<file path="src/rtl/i2c_stop_pkg.sv">
package i2c_stop_pkg;

  typedef enum logic [2:0] {
    SQ_IDLE    = 3'd0,
    SQ_SDA_LOW = 3'd1,
    SQ_SCL_REL = 3'd2,
    SQ_SETUP   = 3'd3,
    SQ_SDA_REL = 3'd4
  } seq_state_t;

  function automatic logic drives_sda(input seq_state_t s);
    return (s == SQ_SDA_LOW) || (s == SQ_SCL_REL) || (s == SQ_SETUP);
  endfunction

  function automatic logic drives_scl(input seq_state_t s);
    return (s == SQ_SDA_LOW);
  endfunction

endpackage

</file>
<file path="src/rtl/i2c_stop_gate.sv">
module i2c_stop_gate (
  input  logic ctl_wr,
  input  logic wd_stop,
  input  logic wd_start,
  input  logic wd_release,
  input  logic wd_enable,
  input  logic wd_ack_en,
  input  logic wd_wait9,
  input  logic enable_q,
  input  logic trig_q,
  input  logic st_master,
  input  logic st_tx,
  input  logic st_wait8,
  input  logic st_wait9,
  input  logic st_arb_lost,
  input  logic st_bus_stop,
  output logic stop_accept,
  output logic start_accept,
  output logic clear_req
);
  logic wait_ok;
  logic rx_ok;
  logic wr_clear;

  always_comb begin
    wait_ok  = wd_wait9 ? st_wait9 : st_wait8;
    rx_ok    = st_tx | ~wd_ack_en;
    wr_clear = ctl_wr & (wd_release | ~wd_enable);
    clear_req = st_arb_lost | st_bus_stop | ~enable_q | wr_clear;
    stop_accept = ctl_wr & wd_stop & ~wd_start & wd_enable & enable_q &
                  st_master & ~trig_q & wait_ok & rx_ok & ~clear_req;
    start_accept = ctl_wr & wd_start & wd_enable & ~trig_q & ~clear_req;
  end
endmodule

</file>
<file path="src/rtl/i2c_stop_delay.sv">
module i2c_stop_delay #(
  parameter int unsigned CW    = 3,
  parameter int unsigned LOADV = 3
) (
  input  logic clk,
  input  logic rst_n,
  input  logic load,
  input  logic step,
  output logic zero
);
  logic [CW-1:0] cnt_q;

  always_ff @(posedge clk or negedge rst_n) begin
    if (!rst_n) begin
      cnt_q <= '0;
    end else if (load) begin
      cnt_q <= CW'(LOADV);
    end else if (step && (cnt_q != '0)) begin
      cnt_q <= cnt_q - 1'b1;
    end
  end

  assign zero = (cnt_q == '0);
endmodule

</file>
<file path="src/rtl/i2c_stop_seq.sv">
module i2c_stop_seq
  import i2c_stop_pkg::*;
#(
  parameter int unsigned LOW_CYC   = 4,
  parameter int unsigned SETUP_CYC = 4
) (
  input  logic clk,
  input  logic rst_n,
  input  logic go,
  input  logic abort,
  input  logic scl_in,
  output logic scl_drv,
  output logic sda_drv
);
  localparam int unsigned MAXC = (LOW_CYC > SETUP_CYC) ? LOW_CYC : SETUP_CYC;
  localparam int unsigned CW   = (MAXC < 2) ? 1 : $clog2(MAXC);
  localparam int unsigned LOW_LD   = (LOW_CYC   == 0) ? 0 : LOW_CYC - 1;
  localparam int unsigned SETUP_LD = (SETUP_CYC == 0) ? 0 : SETUP_CYC - 1;

  seq_state_t st_q, st_d;
  logic low_zero, set_zero;
  logic low_load, set_load;

  assign low_load = (st_q == SQ_IDLE) && go;
  assign set_load = (st_q == SQ_SCL_REL) && scl_in;

  i2c_stop_delay #(.CW(CW), .LOADV(LOW_LD)) u_low_dly (
    .clk  (clk),
    .rst_n(rst_n),
    .load (low_load),
    .step (st_q == SQ_SDA_LOW),
    .zero (low_zero)
  );

  i2c_stop_delay #(.CW(CW), .LOADV(SETUP_LD)) u_setup_dly (
    .clk  (clk),
    .rst_n(rst_n),
    .load (set_load),
    .step (st_q == SQ_SETUP),
    .zero (set_zero)
  );

  always_comb begin
    st_d = st_q;
    if (abort) begin
      st_d = SQ_IDLE;
    end else begin
      unique case (st_q)
        SQ_IDLE:    if (go) st_d = SQ_SDA_LOW;
        SQ_SDA_LOW: if (low_zero) st_d = SQ_SCL_REL;
        SQ_SCL_REL: if (scl_in) st_d = SQ_SETUP;
        SQ_SETUP:   if (set_zero) st_d = SQ_SDA_REL;
        SQ_SDA_REL: st_d = SQ_SDA_REL;
        default:    st_d = SQ_IDLE;
      endcase
    end
  end

  always_ff @(posedge clk or negedge rst_n) begin
    if (!rst_n) st_q <= SQ_IDLE;
    else        st_q <= st_d;
  end

  assign scl_drv = drives_scl(st_q);
  assign sda_drv = drives_sda(st_q);
endmodule

</file>
<file path="src/rtl/i2c_stop_ctrl.sv">
module i2c_stop_ctrl #(
  parameter int unsigned LOW_CYC   = 4,
  parameter int unsigned SETUP_CYC = 4
) (
  input  logic clk,
  input  logic rst_n,
  input  logic ctl_wr,
  input  logic wd_stop,
  input  logic wd_start,
  input  logic wd_release,
  input  logic wd_enable,
  input  logic wd_ack_en,
  input  logic wd_wait9,
  input  logic st_master,
  input  logic st_tx,
  input  logic st_wait8,
  input  logic st_wait9,
  input  logic st_arb_lost,
  input  logic st_bus_stop,
  input  logic scl_in,
  output logic scl_drive_low,
  output logic sda_drive_low,
  output logic stop_trig,
  output logic stop_done,
  output logic start_go
);
  logic enable_q, trig_q, done_q, start_q;
  logic stop_accept, start_accept, clear_req;

  i2c_stop_gate u_gate (
    .ctl_wr      (ctl_wr),
    .wd_stop     (wd_stop),
    .wd_start    (wd_start),
    .wd_release  (wd_release),
    .wd_enable   (wd_enable),
    .wd_ack_en   (wd_ack_en),
    .wd_wait9    (wd_wait9),
    .enable_q    (enable_q),
    .trig_q      (trig_q),
    .st_master   (st_master),
    .st_tx       (st_tx),
    .st_wait8    (st_wait8),
    .st_wait9    (st_wait9),
    .st_arb_lost (st_arb_lost),
    .st_bus_stop (st_bus_stop),
    .stop_accept (stop_accept),
    .start_accept(start_accept),
    .clear_req   (clear_req)
  );

  i2c_stop_seq #(.LOW_CYC(LOW_CYC), .SETUP_CYC(SETUP_CYC)) u_seq (
    .clk    (clk),
    .rst_n  (rst_n),
    .go     (stop_accept),
    .abort  (clear_req),
    .scl_in (scl_in),
    .scl_drv(scl_drive_low),
    .sda_drv(sda_drive_low)
  );

  always_ff @(posedge clk or negedge rst_n) begin
    if (!rst_n) begin
      enable_q <= 1'b0;
      trig_q   <= 1'b0;
      done_q   <= 1'b0;
      start_q  <= 1'b0;
    end else begin
      if (ctl_wr) enable_q <= wd_enable;
      if (clear_req)        trig_q <= 1'b0;
      else if (stop_accept) trig_q <= 1'b1;
      done_q  <= trig_q & st_bus_stop;
      start_q <= start_accept;
    end
  end

  assign stop_trig = trig_q;
  assign stop_done = done_q;
  assign start_go  = start_q;
endmodule

</file>
<file path="config.mk">
export PLATFORM = sky130hd
export DESIGN_NAME = i2c_stop_ctrl
export DESIGN_NICKNAME = d
export VERILOG_FILES = /design/src/rtl/i2c_stop_pkg.sv /design/src/rtl/i2c_stop_gate.sv /design/src/rtl/i2c_stop_delay.sv /design/src/rtl/i2c_stop_seq.sv /design/src/rtl/i2c_stop_ctrl.sv
export SDC_FILE = /design/constraint.sdc
export NUM_CORES = 1
export LEC_CHECK = 0
export ABC_AREA = 0
export CAP_MARGIN = 20
export CORE_MARGIN = 4
export CORE_UTILIZATION = 35
export DETAILED_ROUTE_END_ITERATION = 6
export DONT_BUFFER_PORTS = 1
export PLACE_DENSITY = 0.61
export SLEW_MARGIN = 0
export SYNTH_ARGS = -nofsm -noshare
export SYNTH_HDL_FRONTEND = slang
export SYNTH_SLANG_ARGS = --single-unit
export TNS_END_PERCENT = 100
</file>
<file path="constraint.sdc">
create_clock -name clk -period 1.4 [get_ports clk]
set_clock_uncertainty 0.2 [all_clocks]
set_input_delay 0.14 -clock clk [delete_from_list [all_inputs] [get_ports clk]]
set_output_delay 0.14 -clock clk [all_outputs]
set_load 0.02 [all_outputs]
</file>
==> results.json, run 1 <==
{
  "rr_startpoint": "enable_q$_DFFE_PN0P_",
  "finalHoldViolCount": 2,
  "crit_type": "in -> reg",
  "synthDominantCellAreaShare": 0.4400,
  "setup_viol": 7,
  "ys_top_cells_by_area": "dfrtp_1 (44%), mux2i_1 (6.4%), a2111oi_4 (4.4%)",
  "dr.pass1.iters": 4,
  "initial_utilization": 0.3663,
  "synth-seq-area-share": 0.4400,
  "synthAdderAreaFrac": 0.04000,
  "maxCapViolCount": 0,
  "viasPerCell": 4.827,
  "synthSimpleGateAreaFrac": 0.2260,
  "cp-endpoint": "u_seq.u_low_dly.cnt_q[1]$_DFFE_PN0P_",
  "synth.distinct_cells": 23,
  "status": "finished, violations left",
  "synthToLayoutAreaGrowth_pct": 39.40,
  "clkSinkCount": 11,
  "holdPathStages": 3,
  "r2r_slack_ns": -0.10,
  "p_leak_nw": 0.3938,
  "failed_checks": "hold timing, setup timing",
  "crit_path_start_kind": "input pin",
  "synth-async-reset-ratio": 1.000,
  "path_max_fanout": 4,
  "critPathArrivalTime_ns": 1.50,
  "synth-compound-area-share": 0.1660,
  "yosys_most_used_dff": "dfrtp_1",
  "grt_max_degree": 12,
  "rsz0062_at_grt": "true",
  "place_ws_ns": -0.06972,
  "hold_path_class": "in -> reg",
  "setup_slack_ns": -0.1225,
  "clock_latency_ns": 0.26,
  "synth-xor-area-share": 0.01400,
  "drv_slew": 0,
  "grt_usage": 0.1073,
  "fin_crit_sh": 1.087,
  "hold_slack_ns": -0.03040,
  "drc": 0,
  "synth.avg_cell_area_sq_um": 9.775,
  "worst_slew_pin_slew_ns": 0.4958,
  "die_h_microns": 50.28,
  "ys.warnings.count": 0,
  "gr-total-overflow": 0,
  "grt_pass1_wl_mm": 2.035,
  "ys_ff_latch": 11,
  "final_nets": 104,
  "io_pins": 21,
  "fin_crit_ns": 1.522,
  "clk_path_buf_depth": 2,
  "gp_congestion": 0.7149,
  "slew_headroom": 0.6684,
  "cts_buffers": 3,
  "num_rows": 15,
  "synth_edf_count": 0,
  "fmax_ghz": 0.6568,
  "p_per_area_nw_per_um2": 701.7,
  "syn_inst": 64,
  "synth.cell_area_sq_um": 625.6,
  "path_clk_slew_ns": 0.07,
  "irDropWorstVdd_mv": 0.4395,
  "r2r_cells": 4,
  "die_x_microns": 50.28,
  "cp-end-kind": "flip-flop",
  "cts-root-buf": "clkbuf_4",
  "crit_required_ns": 1.38,
  "diodes": 0,
  "synth_top_family_by_area": "simple AND/OR/NAND/NOR gates",
  "yosysTopAreaCell": "dfrtp_1",
  "synth_fp_nets": 82,
  "rr_endpoint": "u_seq.u_low_dly.cnt_q[1]$_DFFE_PN0P_",
  "grt_pass1_vias": 507,
  "setup.worst_path.start": "ctl_wr",
  "core_area_sq_um": 1708,
  "synth_most_common_cell": "dfrtp_1",
  "wl_per_cell_microns": 12.55,
  "cts_tree": "yes",
  "synth_mux_area_frac": 0.06400,
  "synthTopCellsByCount": "dfrtp_1 (11), inv_1 (7), nand2_1 (7), nor2_1 (7)",
  "vias": 531,
  "port_buffers": 0,
  "routed_wl_mm": 1.381,
  "drive_above_1_share": 0.2706,
  "htree_levels": 1,
  "setup_tns_ns": -0.4720,
  "drt_iter0_drc": 7,
  "dieArea_sq_um": 2528,
  "antenna_found_initial": 0,
  "hpwl_microns": 972.6,
  "drtAntennaViolNets": 0
}
-- routing by layer --
layer	part of all wire	wire length (microns)	track usage	vias to the layer above
li1	-	-	-	263
met1	0.41	566	0.1227	248
met2	0.52	719	0.1783	18
met3	0.059	82	0.03264	2
met4	0.0087	12	0.05530	0
met5	0	0	0	-
-- area by class of cell --
class / instances / area [sq um]
clock buffers: 4 / 26.28
fillers: 154 / 835.8
inverters: 7 / 26.28
multi-input cells: 45 / 345.3
flip-flops and latches: 11 / 279.0
well taps: 25 / 31.28
repair buffers: 18 / 163.9
-- worst max-delay path, stage by stage --
cell	delay (ns)
dlygate4sd3_1	0.60
a2111oi_4	0.41
nand4b_1	0.22
o211ai_1	0.13
-- state kept, by name, indices dropped and copies added (netlist names) --
| signal | count |
|---|---|
| stop_done | 1 |
| start_go | 1 |
| enable_q | 1 |
| u_seq.st_q | 3 |
| stop_trig | 1 |
| u_seq.u_setup_dly.cnt_q | 2 |
| u_seq.u_low_dly.cnt_q | 2 |
-- per-stage QoR --
step / power, W / instances / hold slack [ns] / utilization / cell area (sq um)
after floorplan: 0.0003668 / 64 / -0.3556 / - / 635.6
after global placement: 0.0003748 / 97 / -0.3552 / 0.4256 / 726.9
after detailed placement: 0.0003758 / 97 / -0.3552 / 0.4256 / 726.9
after CTS: 0.0006096 / 108 / -0.2302 / 0.4908 / 838.3
after global routing: 0.0006439 / 110 / -0.02443 / 0.5106 / 872.1
final: 0.0006119 / 110 / -0.03040 / 0.5106 / 872.1
-- worst min-delay path by stage --
stage / from / end / slack (ns)
6_report: wd_ack_en / u_seq.u_low_dly.cnt_q[0]$_DFFE_PN0P_ / -0.03
5_1_grt: wd_ack_en / u_seq.u_low_dly.cnt_q[0]$_DFFE_PN0P_ / -0.02
4_1_cts: ctl_wr / enable_q$_DFFE_PN0P_ / -0.23
3_5_place_dp: rst_n / u_seq.u_low_dly.cnt_q[1]$_DFFE_PN0P_ / -0.36
3_3_place_gp: rst_n / u_seq.u_low_dly.cnt_q[1]$_DFFE_PN0P_ / -0.36
2_1_floorplan: rst_n / enable_q$_DFFE_PN0P_ / -0.36
-- cell families (layout without fill, tap and decap cells) --
kind of cell    after synthesis  after routing
compound gates               12             12
flops                        11             11
xor+xnor                      1              1
mux                           4              4
fa+ha+maj                     2              2
simple gates                 26             26
buf+inv                       8             29
-- placed cells by master, fill, tap and decap left out, types with 2 or more instances in the layout --
cell type	synthesis	final
mux2i_1	4	4
dlygate4sd3_1	0	7
nand4b_1	2	2
a2111oi_4	1	2
nand2_1	7	7
nor2b_1	2	2
buf_4	0	8
dfrtp_2	0	3
nor2_1	7	5
dfrtp_1	11	8
nand2b_1	3	3
clkbuf_4	0	3
inv_1	7	7
nor2_2	0	2
o21a_1	2	2
buf_6	0	3
a21oi_1	4	4
-- power by group --
group,leakage (nW),internal (W),switching [W]
combinational,0.243,0.0000348,0.0000360
sequential,0.136,0.000324,0.00000394
clock,0.0150,0.000110,0.000103
total,0.394,0.000469,0.000143
-- repair_timing --
item,4_1_cts,5_1_grt
buffers inserted,2,0
setup endpoints to repair,6,9
resized for setup,5,5
cloned,0,0
hold endpoints to repair,22,9
pin swaps,2,1
hold buffers,5,2
(Power assumes the default switching activity.)
==> inputs of run 2 (changes only) <==
--- a/config.mk
+++ b/config.mk
@@ -11,7 +11,7 @@
 export CORE_UTILIZATION = 35
 export DETAILED_ROUTE_END_ITERATION = 6
 export DONT_BUFFER_PORTS = 1
-export PLACE_DENSITY = 0.61
+export PLACE_DENSITY = 0.59
 export SLEW_MARGIN = 0
 export SYNTH_ARGS = -nofsm -noshare
 export SYNTH_HDL_FRONTEND = slang
==> run 2 against run 1 <==
  * The run ends with setup timing left
  * Critical path depth did not move
  * Sequential share of layout area rose by 0.79 points
  * Sequential cell count did not move
  * Fmax rose by 2.5%
  * Global-route usage rose by 1.4 points
  * Die area did not move
  * Clock power rose by 7%
  * Cell area fell by 3.3%
  * Count of clock-buffer cells in the layout did not move
  * Core utilization fell by 1.7 points
  * Combinational power rose by 0.6%
==> results.json, run 2 (synthesis results as in run 1) <==
{
  "dr.pass1.iters": 4,
  "final_nets": 101,
  "place_area_sq_um": 704.4,
  "top_regs": "u_seq.st_q x3, u_seq.u_low_dly.cnt_q x2, u_seq.u_setup_dly.cnt_q x2",
  "report.power.total_w": 0.0006271,
  "r2r_slack_ns": -0.09,
  "final_cell_mix": "dfrtp_1 (10), inv_1 (7), nand2_1 (7), buf_4 (7)",
  "maxCapViolCount": 0,
  "dp_cells": 94,
  "drc": 0,
  "p_per_area_nw_per_um2": 743.6,
  "finalHoldViolCount": 0,
  "final_common_cell": "dfrtp_1",
  "initial_utilization": 0.3663,
  "crit_required_ns": 1.40,
  "core_area_sq_um": 1708,
  "cp-end-kind": "flip-flop",
  "grt_pass1_vias": 599,
  "htree_levels": 1,
  "gr-total-overflow": 0,
  "clk_path_buf_depth": 2,
  "clkSinkCount": 11,
  "vias": 537,
  "largest_reg_flops": 3,
  "diodes": 0,
  "hold_path_class": "in -> reg",
  "p_leak_nw": 0.3950,
  "cts-root-buf": "clkbuf_4",
  "setup_viol": 4,
  "die_x_microns": 50.28,
  "hpwl_mm": 1.016,
  "crit_chain": "nand4b_1 -> a2111oi_4 -> nand4b_1 -> o211ai_1",
  "num_rows": 15,
  "cts_buffers": 3,
  "setup_slack_ns": -0.08524,
  "grt_usage": 0.1216,
  "path_max_fanout": 3,
  "wl_per_cell_microns": 12.73,
  "irDropWorstVdd_mv": 0.3880,
  "utilization": 0.4938,
  "fin_crit_ns": 1.485,
  "path_clk_slew_ns": 0.08,
  "drive_above_1_share": 0.2073,
  "crit_top_cell": "nand4b_1",
  "drv_slew": 0,
  "path_delay_family": "compound AO/OA/AOI/OAI gates",
  "crit_path_start_kind": "flip-flop",
  "dieArea_sq_um": 2528,
  "worst_slew_pin_slew_ns": 0.5093,
  "largest-register": "u_seq.st_q",
  "slew_headroom": 0.6593,
  "routed_wl_mm": 1.362,
  "fmax_ghz": 0.6733,
  "crit_type": "reg -> reg",
  "critPathArrivalTime_ns": 1.48,
  "viasPerCell": 5.019,
  "gp_congestion": 0.7850,
  "drtAntennaViolNets": 0,
  "hold_slack_ns": 0.009833,
  "crit_buf_inv": 0,
  "clock_latency_ns": 0.28,
  "grt_max_degree": 12,
  "die_h_microns": 50.28,
  "synthToLayoutAreaGrowth_pct": 34.80,
  "fin_crit_sh": 1.061,
  "grt_pass1_wl_mm": 2.332,
  "failed_checks": "setup timing",
  "port_buffers": 0,
  "cts_tree": "yes",
  "status": "finished, violations left",
  "antenna_found_initial": 0,
  "cpMaxStageDelayCell": "a2111oi_4",
  "drt_iter0_drc": 13,
  "io_pins": 21,
  "max_stage_delay_ns": 0.39,
  "final_cells": 107,
  "stdcell_area_sq_um": 843.3,
  "rsz0062_at_grt": "true"
}
run 2: cell types whose count changed in the layout (fill, tap and decap cells not counted), moves of 2 or more:
cell            before  now
buf_6                3    0
dfrtp_2              3    1
dlymetal6s4s_1       0    2
dfrtp_1              8   10
run 2: power by group:
part | switching (W) | total [W] | internal, W
registers | 0.00000438 | 0.000329 | 0.000324
logic | 0.0000354 | 0.0000712 | 0.0000358
clock network | 0.000117 | 0.000227 | 0.000111
total | 0.000157 | 0.000627 | 0.000470
run 2: cell type report:
cell class                      instances  area [sq um]
Fill cell                             166         864.6
Multi-Input combinational cell         45         345.3
Sequential cell                        11         276.5
Timing Repair Buffer                   15         137.6
Tap cell                               25         31.28
Clock buffer                            4         26.28
Inverter                                7         26.28
run 2: metrics by stage:
step,TNS [ns],setup WS (ns)
2_1_floorplan,-0.04759,-0.02289
3_5_place_dp,-0.2045,-0.09356
5_1_grt,-0.7417,-0.1888
6_report,-0.2792,-0.08524
3_3_place_gp,-0.01934,-0.01427
4_1_cts,-0.3316,-0.08939
run 2: metal layers:
layer | global-route usage | vias up | wire (microns)
li1 | - | 253 | -
met1 | 0.1167 | 249 | 532
met2 | 0.2283 | 30 | 654
met3 | 0.02374 | 5 | 133
met4 | 0.08295 | 0 | 42
met5 | 0 | - | 0
run 2: path summary, 6_finish.rpt:
check / start / end / cells after the start
worst max register to register: enable_q$_DFFE_PN0P_ / u_seq.u_low_dly.cnt_q[1]$_DFFE_PN0P_ / 4
worst min-delay path: st_tx / stop_trig$_DFFE_PN0P_ / 3
worst max-delay path: enable_q$_DFFE_PN0P_ / u_seq.u_low_dly.cnt_q[1]$_DFFE_PN0P_ / 4
max in group asynchronous: rst_n / stop_trig$_DFFE_PN0P_ / 1
worst min register to register: u_seq.u_low_dly.cnt_q[1]$_DFFE_PN0P_ / u_seq.u_low_dly.cnt_q[1]$_DFFE_PN0P_ / 2
min in group asynchronous: rst_n / u_seq.st_q[1]$_DFFE_PN0P_ / 1
run 2: tightest hold or removal path, delay by kind of cell:
family                 cells  cell delay (ns)
AO/OA/AOI/OAI              2             0.24
buffers and inverters      1             0.08
run 2: timing repair:
action	CTS	global route
hold buffers	8	0
setup endpoints to repair	5	10
gates cloned	0	0
pin swaps	3	1
hold endpoints to repair	22	0
buffers inserted	1	0
resized for setup	2	4
==> inputs of run 3 (changes only) <==
--- a/config.mk
+++ b/config.mk
@@ -5,13 +5,13 @@
 export SDC_FILE = /design/constraint.sdc
 export NUM_CORES = 1
 export LEC_CHECK = 0
-export ABC_AREA = 0
+export ABC_AREA = 1
 export CAP_MARGIN = 20
 export CORE_MARGIN = 4
-export CORE_UTILIZATION = 35
+export CORE_UTILIZATION = 53
 export DETAILED_ROUTE_END_ITERATION = 6
 export DONT_BUFFER_PORTS = 1
-export PLACE_DENSITY = 0.59
+export PLACE_DENSITY = 0.79
 export SLEW_MARGIN = 0
 export SYNTH_ARGS = -nofsm -noshare
 export SYNTH_HDL_FRONTEND = slang
==> run 3 against run 2 <==
  * The flow finishes with violations (hold timing, setup timing)
  * Sequential power decreased by 2%
  * Synthesized cell count increased by 39%
  * Via count up 37%
  * Sequential share of layout area down 5.9 points
  * Fmax fell by 8.6%
  * Critical path type unchanged
  * Sequential cell count did not move
  * Worst hold slack got worse by 0.021 ns
==> results.json, run 3 <==
{
  "cts_buffers": 3,
  "crit_buf_inv": 1,
  "hold_slack_ns": -0.01141,
  "port_buffers": 0,
  "ys.warnings.count": 0,
  "synthSimpleGateAreaFrac": 0.3757,
  "status": "finished, violations left",
  "fmax_ghz": 0.6154,
  "crit_required_ns": 1.40,
  "synth_fp_nets": 107,
  "max_stage_delay_ns": 0.40,
  "largest_reg_flops": 3,
  "cpMaxStageDelayCell": "dfrtp_1",
  "p_int_w": 0.0004673,
  "path_clk_slew_ns": 0.07,
  "grt_max_degree": 12,
  "crit_type": "reg -> reg",
  "switching_share": 0.2466,
  "wl_per_cell_microns": 16.83,
  "crit_chain": "inv_1 -> nand3_1 -> nor2_1 -> nand2_1 -> nand2_2 -> nand2_2 -> nand2_1 -> nand2_1 -> nor2_2",
  "synth.cell_area_sq_um": 689.4,
  "drt_iter0_drc": 25,
  "synth.distinct_cells": 20,
  "antenna_found_initial": 0,
  "setup_slack_ns": -0.2250,
  "setup_viol": 8,
  "clock_latency_ns": 0.28,
  "dr.pass1.iters": 4,
  "core_area_sq_um": 1171,
  "combPwrFrac": 0.112,
  "synth-compound-area-share": 0.05082,
  "synthDominantCellAreaShare": 0.3993,
  "num_rows": 12,
  "irDropWorstVdd_mv": 0.5194,
  "initial_utilization": 0.5887,
  "cp-end-kind": "flip-flop",
  "p_per_area_nw_per_um2": 597.2,
  "nFillCells": 54,
  "synth_top_family_by_area": "simple AND/OR/NAND/NOR gates",
  "grt_pass1_wl_mm": 3.091,
  "htree_levels": 1,
  "switching_power_w": 0.0001529,
  "ys_ff_latch": 11,
  "yosysTopAreaCell": "dfrtp_1",
  "p_seq_frac": 0.522,
  "fin_crit_ns": 1.625,
  "drive_above_1_share": 0.4083,
  "report.power.total_w": 0.0006202,
  "fin_crit_sh": 1.161,
  "synth-async-reset-ratio": 1.000,
  "rsz0062_at_grt": "true",
  "crit_top_cell": "nand2_1",
  "place_ws_ns": -0.06314,
  "final_cell_mix": "inv_1 (15), nand2_1 (15), buf_4 (15)",
  "cts_tree": "yes",
  "synthToLayoutAreaGrowth_pct": 50.64,
  "p_leak_nw": 0.5400,
  "die_h_microns": 44.07,
  "gr-total-overflow": 0,
  "drv_slew": 0,
  "routed_wl_mm": 2.255,
  "pwr-share-clk": 0.366,
  "dieArea_sq_um": 1942,
  "synth-xor-area-share": 0.01270,
  "clkSinkCount": 11,
  "hold_path_class": "in -> reg",
  "ys_top_cells_by_area": "dfrtp_1 (40%), inv_1 (11%), nand2_1 (10%)",
  "largest-register": "u_seq.st_q",
  "hpwl_mm": 1.143,
  "drtAntennaViolNets": 0,
  "synthAdderAreaFrac": 0.03630,
  "grt_pass1_vias": 723,
  "crit_path_start_kind": "flip-flop",
  "vias": 734,
  "top_regs": "u_seq.st_q x3, u_seq.u_low_dly.cnt_q x2, u_seq.u_setup_dly.cnt_q x2",
  "synthTopCellsByCount": "inv_1 (20), nand2_1 (19), dfrtp_1 (11)",
  "synth_edf_count": 0,
  "path_max_fanout": 3,
  "worst_slew_pin_slew_ns": 0.5531,
  "maxCapViolCount": 0,
  "slew_headroom": 0.6300,
  "grt_usage": 0.2210,
  "cts-root-buf": "clkbuf_4",
  "io_pins": 21,
  "die_x_microns": 44.07,
  "viasPerCell": 5.478,
  "synth.avg_cell_area_sq_um": 7.746,
  "drc": 0,
  "gp_congestion": 0.8126,
  "finalHoldViolCount": 1,
  "synth-seq-area-share": 0.3993,
  "syn_inst": 89,
  "diodes": 0,
  "critPathArrivalTime_ns": 1.62,
  "yosys_most_used_dff": "dfrtp_1",
  "failed_checks": "hold timing, setup timing",
  "clk_path_buf_depth": 2,
  "path_delay_family": "simple AND/OR/NAND/NOR gates",
  "synth_most_common_cell": "inv_1",
  "synth_mux_area_frac": 0.01633,
  "final_nets": 139
}
==> run 3: path summary, 6_finish.rpt <==
kind / startpoint / end / slack, ns / depth (start not counted)
max in group asynchronous: rst_n / u_seq.st_q[1]$_DFFE_PN0P_ / 0.52 / 1
setup reg to reg: stop_trig$_DFFE_PN0P_ / u_seq.st_q[1]$_DFFE_PN0P_ / -0.23 / 9
hold / removal: ctl_wr / enable_q$_DFFE_PN0P_ / -0.01 / 2
hold reg to reg: u_seq.u_setup_dly.cnt_q[1]$_DFFE_PN0P_ / u_seq.u_setup_dly.cnt_q[1]$_DFFE_PN0P_ / 0.32 / 2
setup / recovery: stop_trig$_DFFE_PN0P_ / u_seq.st_q[1]$_DFFE_PN0P_ / -0.23 / 9
min in group asynchronous: rst_n / u_seq.u_low_dly.cnt_q[0]$_DFFE_PN0P_ / 0.09 / 1
==> run 3: worst reg2reg max path, stage by stage, from the launching register on <==
cell and delay (ns):
dfrtp_1 0.40, inv_1 0.10, nand3_1 0.13, nor2_1 0.18
nand2_1 0.12, nand2_2 0.09, nand2_2 0.08, nand2_1 0.06
nand2_1 0.07, nor2_2 0.12
==> run 3: metrics by stage <==
stage	hold slack [ns]	std cells	util	setup TNS, ns	area (sq um)
after global routing	0.02819	134	0.8868	-1.737	1039
after global placement	-0.3554	112	0.6613	-0.03131	774.5
after detailed placement	-0.3553	112	0.6613	-0.06314	774.5
after CTS	0.01092	131	0.8429	-0.07634	987.2
after floorplan	-0.3556	89	-	0	689.4
final	-0.01141	134	0.8868	-0.9168	1039
==> run 3: what timing repair did <==
item,4_1_cts,5_1_grt
resized for setup,18,8
setup endpoints to repair,6,8
hold endpoints to repair,21,0
setup buffers,4,3
hold buffers,11,0
pin swaps,5,2
==> run 3: cell families (layout without fill, tap and decap cells) <==
logic type | Yosys count | count (layout)
DFF | 11 | 11
adders and majority gates | 2 | 2
muxes | 1 | 1
AOI/OAI and AO/OA | 6 | 6
and+or+nand+nor | 48 | 48
buffers and inverters | 20 | 51
xor gates and xnor gates | 1 | 1
==> run 3: cell type report <==
class / count / area, sq um / area share
Tap cell: 14 / 17.52 / 0.01687
Inverter: 20 / 77.57 / 0.07470
Clock buffer: 4 / 26.28 / 0.02530
Multi-Input combinational cell: 58 / 401.6 / 0.3867
Sequential cell: 11 / 279.0 / 0.2687
Timing Repair Buffer: 27 / 236.5 / 0.2277
==> run 3: power groups by stage <==
stage	Combinational, W	Clock, W	Sequential [W]
floorplan	0.0000229	0	0.000330
global placement	0.0000274	0	0.000330
detailed placement	0.0000289	0	0.000330
CTS	0.0000633	0.000230	0.000324
global route	0.0000768	0.000257	0.000324
finish	0.0000693	0.000227	0.000324
==> run 3: per-layer routing <==
layer,global-route usage,vias up,part of all wire
met4,0.1325,0,0.056
met2,0.3924,33,0.51
met5,0,-,0
met3,0.05691,14,0.053
met1,0.2306,348,0.38
li1,-,339,-
